$ cat config.mk
export PLATFORM = sky130hd
export DESIGN_NAME = golden_hash
export DESIGN_NICKNAME = d
export VERILOG_FILES = /design/src/rtl/golden_hash_pkg.sv /design/src/rtl/golden_hash_expand.sv /design/src/rtl/golden_hash_fold.sv /design/src/rtl/golden_hash_trim.sv /design/src/rtl/golden_hash.sv
export SDC_FILE = /design/constraint.sdc
export NUM_CORES = 1
export LEC_CHECK = 0
export ABC_AREA = 1
export BUFFER_PORTS_ARGS = -buffer_cell sky130_fd_sc_hd__buf_4
export CAP_MARGIN = 20
export CORE_MARGIN = 8
export CORE_UTILIZATION = 40
export DETAILED_ROUTE_END_ITERATION = 10
export MAX_ROUTING_LAYER = met4
export SYNTH_ARGS = -nofsm -noshare
export SYNTH_HDL_FRONTEND = slang
export SYNTH_SLANG_ARGS = --single-unit
$ cat constraint.sdc
create_clock -name clk -period 7.4 [get_ports clk]
set_input_delay 1.85 -clock clk [delete_from_list [all_inputs] [get_ports clk]]
set_output_delay 1.85 -clock clk [all_outputs]
set_load 0.01 [all_outputs]
$ cat src/rtl/golden_hash_pkg.sv
package golden_hash_pkg;
  localparam int WORD_W = 32;
  localparam logic [WORD_W-1:0] GOLD_K = 32'h61C88647;

  // partial-term shifts (first phase)
  localparam int SH_A = 19;
  localparam int SH_B = 9;
  localparam int SH_C = 23;
  // combine shifts (second phase)
  localparam int SH_FB = 11;
  localparam int SH_FC = 6;
  localparam int SH_FA = 3;

  typedef logic [WORD_W-1:0] word_t;

  typedef struct packed {
    word_t a;
    word_t b;
    word_t c;
  } terms_t;
endpackage

$ cat src/rtl/golden_hash_expand.sv
module golden_hash_expand
  import golden_hash_pkg::*;
(
  input  word_t  key,
  output terms_t terms
);
  // a = k(2^19+1); b = a + k*2^9; c = b + k*2^23
  always_comb begin
    terms.a = (key << SH_A) + key;
    terms.b = (key << SH_B) + terms.a;
    terms.c = (key << SH_C) + terms.b;
  end
endmodule

$ cat src/rtl/golden_hash_fold.sv
module golden_hash_fold
  import golden_hash_pkg::*;
(
  input  terms_t terms,
  output word_t  product
);
  // b*2^11 + c*(2^6-1) + a*2^3, all wrapping mod 2^32
  always_comb begin
    product = (terms.b << SH_FB) + (terms.c << SH_FC) + (terms.a << SH_FA) - terms.c;
  end
endmodule

$ cat src/rtl/golden_hash_trim.sv
module golden_hash_trim
  import golden_hash_pkg::*;
#(
  parameter int HASH_BITS = 32
) (
  input  word_t                 product,
  output logic [HASH_BITS-1:0]  hash
);
  generate
    if (HASH_BITS == WORD_W) begin : g_full
      assign hash = product;
    end else begin : g_top
      assign hash = product[WORD_W-1 -: HASH_BITS];
    end
  endgenerate
endmodule

$ cat src/rtl/golden_hash.sv
module golden_hash
  import golden_hash_pkg::*;
#(
  parameter int HASH_BITS = 32
) (
  input  logic                  clk,
  input  logic                  rst,
  input  logic                  in_valid,
  input  logic [31:0]           in_key,
  output logic                  out_valid,
  output logic [HASH_BITS-1:0]  out_hash
);
  generate
    if (HASH_BITS < 1 || HASH_BITS > WORD_W) begin : g_bad_width
      $error("golden_hash: HASH_BITS out of range");
    end
  endgenerate

  terms_t                terms_d;
  terms_t                terms_q;
  logic                  mid_valid;
  word_t                 product_d;
  logic [HASH_BITS-1:0]  hash_d;

  // phase one: three shared partial terms
  golden_hash_expand u_expand (
    .key   (in_key),
    .terms (terms_d)
  );

  always_ff @(posedge clk) begin
    terms_q <= terms_d;
    if (rst) mid_valid <= 1'b0;
    else     mid_valid <= in_valid;
  end

  // phase two: combine and keep the top bits
  golden_hash_fold u_fold (
    .terms   (terms_q),
    .product (product_d)
  );

  golden_hash_trim #(.HASH_BITS(HASH_BITS)) u_trim (
    .product (product_d),
    .hash    (hash_d)
  );

  always_ff @(posedge clk) begin
    out_hash <= hash_d;
    if (rst) out_valid <= 1'b0;
    else     out_valid <= mid_valid;
  end
endmodule

== Word level (Yosys, flattened, before mapping) ==
Cells that the tools add are included.
Storage, ports and cells
  register bits after elaboration: 116
  bits in latches: 0
  RAM bits: 0
  memory bits (read-only): 0
  input port bits: 35
  output and inout port bits: 33
  word-level logic and storage cells: 12
  memories kept: 0
Operators by class
  add/subtract/negate cells: 6
  multipliers: 0
  div/mod/pow operators: 0
  order comparisons: 0
  eq/ne operators: 0
  shift operators: 0
  mux-type cells: 0
  bitwise gates (word level): 0
  reductions and logical operators: 0
Operators with widths (number)
  32-bit adder: 5
  32-bit subtractor: 1

== Logic depth before layout (Yosys ltp) ==
  depth after elaboration: 3
  depth in mapped cells: 27
  depth with buffers taken out: 27

== By module ==
Synthesis repeated with hierarchy kept, for this count alone.
Second synthesis, totals
  cell total of the unflattened synthesis: 1194
  area, all modules: 9171.3 um^2
By module, submodules not included
  golden_hash_fold: instances 1, cells each 617, area an instance 3692.3 um^2, seq. area each 0.0 um^2
  golden_hash_expand: instances 1, cells each 411, area an instance 2621.3 um^2, seq. area each 0.0 um^2
  golden_hash: instances 1, cells each 134, area an instance 2617.5 um^2, seq. area each 2602.5 um^2
  golden_hash_trim: instances 1, cells each 32, area an instance 240.2 um^2, seq. area each 0.0 um^2

== Worst setup path before layout ==
Ideal clock, no wire load.
  kind: input port to flip-flop
  start point: input in_key[0]
  end point: register terms_q[31] (netlist name)
  setup time: 0.112 ns
  arrival: 4.812 ns
  required time: 7.288 ns
  path slack: 2.475 ns
  stages on the path: 27
  buffers on the path: 0
  cell sequence: ha_1 -> inv_1 -> fa_1 -> inv_1 -> nand3_1 -> nand2_1 -> nand2_1 -> nand3_1 -> a31oi_1 -> xor2_1 -> ha_1 -> nand2_1 -> nor2_1 -> nand2_1 -> inv_1 -> nand4_1 -> nand3_1 -> nand2_1 -> nand2_1 -> inv_1 -> ha_1 -> a21oi_1 -> o31ai_1 -> a21oi_1 -> inv_1 -> nand2_1 -> nand2_1
RTL lines
  start, declared: RTL line golden_hash.sv:9  | input logic [31:0] in_key,
  end signal, assigned: RTL line golden_hash.sv:32  | terms_q <= terms_d;
  end, declared: RTL line golden_hash.sv:20  | terms_t terms_q;

==> impl_metrics.json <==
{
  "status": "completed",
  "clk_path_buf_depth": 2,
  "worstHoldStart": "terms_q[0]",
  "nets": 1155,
  "crit_family": "adder cells",
  "crit_buf_inv": 3,
  "whs_path_depth": 0,
  "gp_congestion": 0.949,
  "drc": 0,
  "start_kind": "input port",
  "avgSynthCellArea_sq_um": 7.86,
  "hold_viol_final": 0,
  "min-delay-path-class": "flop to flop",
  "postRouteAntennaNets": 0,
  "cts_made_buffers": 9,
  "cts_tree": "yes",
  "fin_cells": 1222,
  "ys_ff_latch": 86,
  "port_buffers": 67,
  "rrSetupSlack_ns": 4.23,
  "min_period_ns": 5.35,
  "yosysSeqAreaShare_pct": 24.0,
  "met2_length_um": 8700,
  "power.total_mw": 4.18,
  "period_share_pct": 72.3,
  "grt_first_pass_wirelength_um": 30600,
  "netlist_area_sq_um": 7160,
  "wirelength_um": 19300,
  "syn-num-nets": 1077,
  "yosysTopAreaCell": "dfxtp_1",
  "synthCells": 911,
  "dieArea_sq_um": 22400,
  "met3_length_um": 672,
  "crit_slowest_cell": "fa_1",
  "cts-root-buf": "clkbuf_16",
  "die-width_um": 150,
  "final_cell_mix": "nand2_1, inv_1, dfxtp_1, ha_1, a21oi_1",
  "drive_gt1_share_pct": 13.6,
  "clock-sinks": 86,
  "clkLatencyLatePin_ns": 0.35,
  "crit_chain": "buf_4 > ha_1 > a21oi_1 > o21ai_1 > xnor2_1 > inv_1 > ha_1 > a21oi_1 > and2_1 > nand2_1 > a21oi_1 > xnor2_1 > ha_1 > inv_1 > fa_1 > o21ai_0 > a21oi_1 > nand3_1 > nand2_1",
  "start_util_pct": 40.3,
  "htree_levels": 3,
  "met1Wirelength_um": 9200,
  "report.final.slew_viol_count": 0,
  "worst_path_most_repeated_cell": "a21oi_1",
  "yosys_warnings": 0,
  "fin_setup_tns_ns": 0,
  "reg2reg_depth": 11,
  "cts_setup_buffers": 0,
  "r2r_end": "out_hash[22]",
  "yosys-top-cells-area": "dfxtp_1, ha_1, fa_1",
  "final_util_pct": 46.4,
  "io_pins": 68,
  "crit_arrival_ns": 5.60,
  "num_antenna_cells": 0,
  "cp_max_fo": 4,
  "num_vias": 5934,
  "track_usage_pct": 18.3,
  "cts_hold_buf": 0,
  "path_class": "input port to flop",
  "hold_end": "out_hash[0]",
  "netlist.area_leader.share_pct": 24.0,
  "highest_layer": "met4",
  "end_kind": "flop",
  "finalSetupViolations": 0,
  "path_clk_slew_ns": 0.07,
  "grt_max_degree": 15,
  "rsz0062_at_grt": "false",
  "cap_violations": 0,
  "total_leakage_power_nw": 4.25,
  "dp.cells": 1207,
  "dr.pass1.iters": 5,
  "coreArea_sq_um": 17800,
  "critPathRequiredTime_ns": 7.65,
  "grt_pass1_vias": 5965,
  "max_freq_mhz": 187,
  "syn2layout_area_growth_pct": 15.2,
  "r2r_start": "terms_q[8]",
  "peakVddDrop_v": 0.000302,
  "layout_commonest_cell": "nand2_1",
  "drtIter0Drc": 250,
  "cts_resized": 0,
  "die_h_um": 150,
  "num_rows": 49,
  "synthDistinctLibCells": 34,
  "via_per_inst": 4.86,
  "pre_cts_ws_ns": 1.77,
  "slowest_delay_ns": 0.44,
  "dp_hpwl_um": 16900,
  "slew-limit-headroom_pct": 62.8,
  "powerDensity_nw_per_um2": 507,
  "worst_slack_ns": 2.05,
  "fin_worst_skew_ns": 0.00809,
  "overflow": 0,
  "antenna_found_initial": 0,
  "wl_per_cell_um": 15.8,
  "worst_pin_slew_ns": 0.555
}
state kept, by name (all words and copies together), names as in the netlist:
name,flops
mid_valid,1
out_hash,32
out_valid,1
terms_q,52
synthesized netlist by cell type:
cell,count
a21o_1,6
a21oi_1,72
a21oi_2,2
a31oi_1,3
and2_1,2
dfxtp_1,86
fa_1,48
ha_1,83
inv_1,161
inv_2,2
nand2_1,178
nand2_2,20
nand3_1,42
nand3_2,5
nand3b_1,1
nand4_1,16
nor2_1,52
nor2_2,12
nor2_4,4
nor3_1,7
nor3_2,1
nor3b_2,1
nor4_2,2
o211ai_1,2
o21a_1,1
o21ai_0,21
o21ai_1,5
o21ai_2,2
o21bai_1,10
o21bai_2,1
o31ai_1,2
xnor2_1,21
xor2_1,39
xor2_2,1
power breakdown:
| group | total, mW | internal (mW) | switching, mW |
|---|---|---|---|
| Combinational | 3.01 | 1.16 | 1.84 |
| Clock | 0.464 | 0.270 | 0.194 |
| Sequential | 0.713 | 0.646 | 0.0679 |
| Total | 4.18 | 2.08 | 2.11 |
worst reg2reg max path: stages, from the launching register on:
cell      delay, ns
dfxtp_1        0.44
inv_1          0.15
fa_1           0.55
inv_1          0.05
fa_1           0.45
ha_1           0.38
a21oi_1        0.26
o21ai_0        0.17
o21bai_1       0.26
inv_1          0.08
nand3_1        0.11
xor2_1         0.16
per-layer routing:
layer / up-vias / global-route usage, %
li1: 3068 / -
met1: 2675 / 23.2
met2: 144 / 28.9
met3: 47 / 1.60
met4: 0 / 9.45
met5: - / -
final cells by class:
| class | count | area [sq um] |
|---|---|---|
| Clock inverter | 5 | 58.8 |
| Multi-Input combinational cell | 662 | 4830 |
| Inverter | 163 | 612 |
| Timing Repair Buffer | 67 | 503 |
| Fill cell | 1803 | 9530 |
| Sequential cell | 86 | 1720 |
| Clock buffer | 10 | 239 |
| Tap cell | 229 | 287 |
kinds of logic after synthesis:
family	Yosys count	share of synthesized area, %
AOI/OAI and AO/OA	127	9.96
xor gates and xnor gates	61	7.57
adders and majority gates	131	27.9
buffers and inverters	163	8.55
DFF	86	24.0
and+or+nand+nor	343	22.0
how the worst max path moves through the flow:
stage | from | endpoint | depth (start not counted)
final | in_key[2] | terms_q[31] | 19
after global routing | in_key[2] | terms_q[31] | 26
after CTS | in_key[0] | terms_q[31] | 28
after detailed placement | in_key[0] | terms_q[31] | 28
after global placement | in_key[2] | terms_q[31] | 19
after floorplan | in_key[0] | terms_q[31] | 27
per-stage QoR:
| stage | hold slack, ns | instance area (sq um) |
|---|---|---|
| global route | 0.392 | 8250 |
| CTS | 0.384 | 8250 |
| detailed placement | 0.375 | 7950 |
| finish | 0.378 | 8250 |
| global placement | 0.380 | 7950 |
| floorplan | 0.355 | 7160 |
Power figures use the tool's default switching activity.
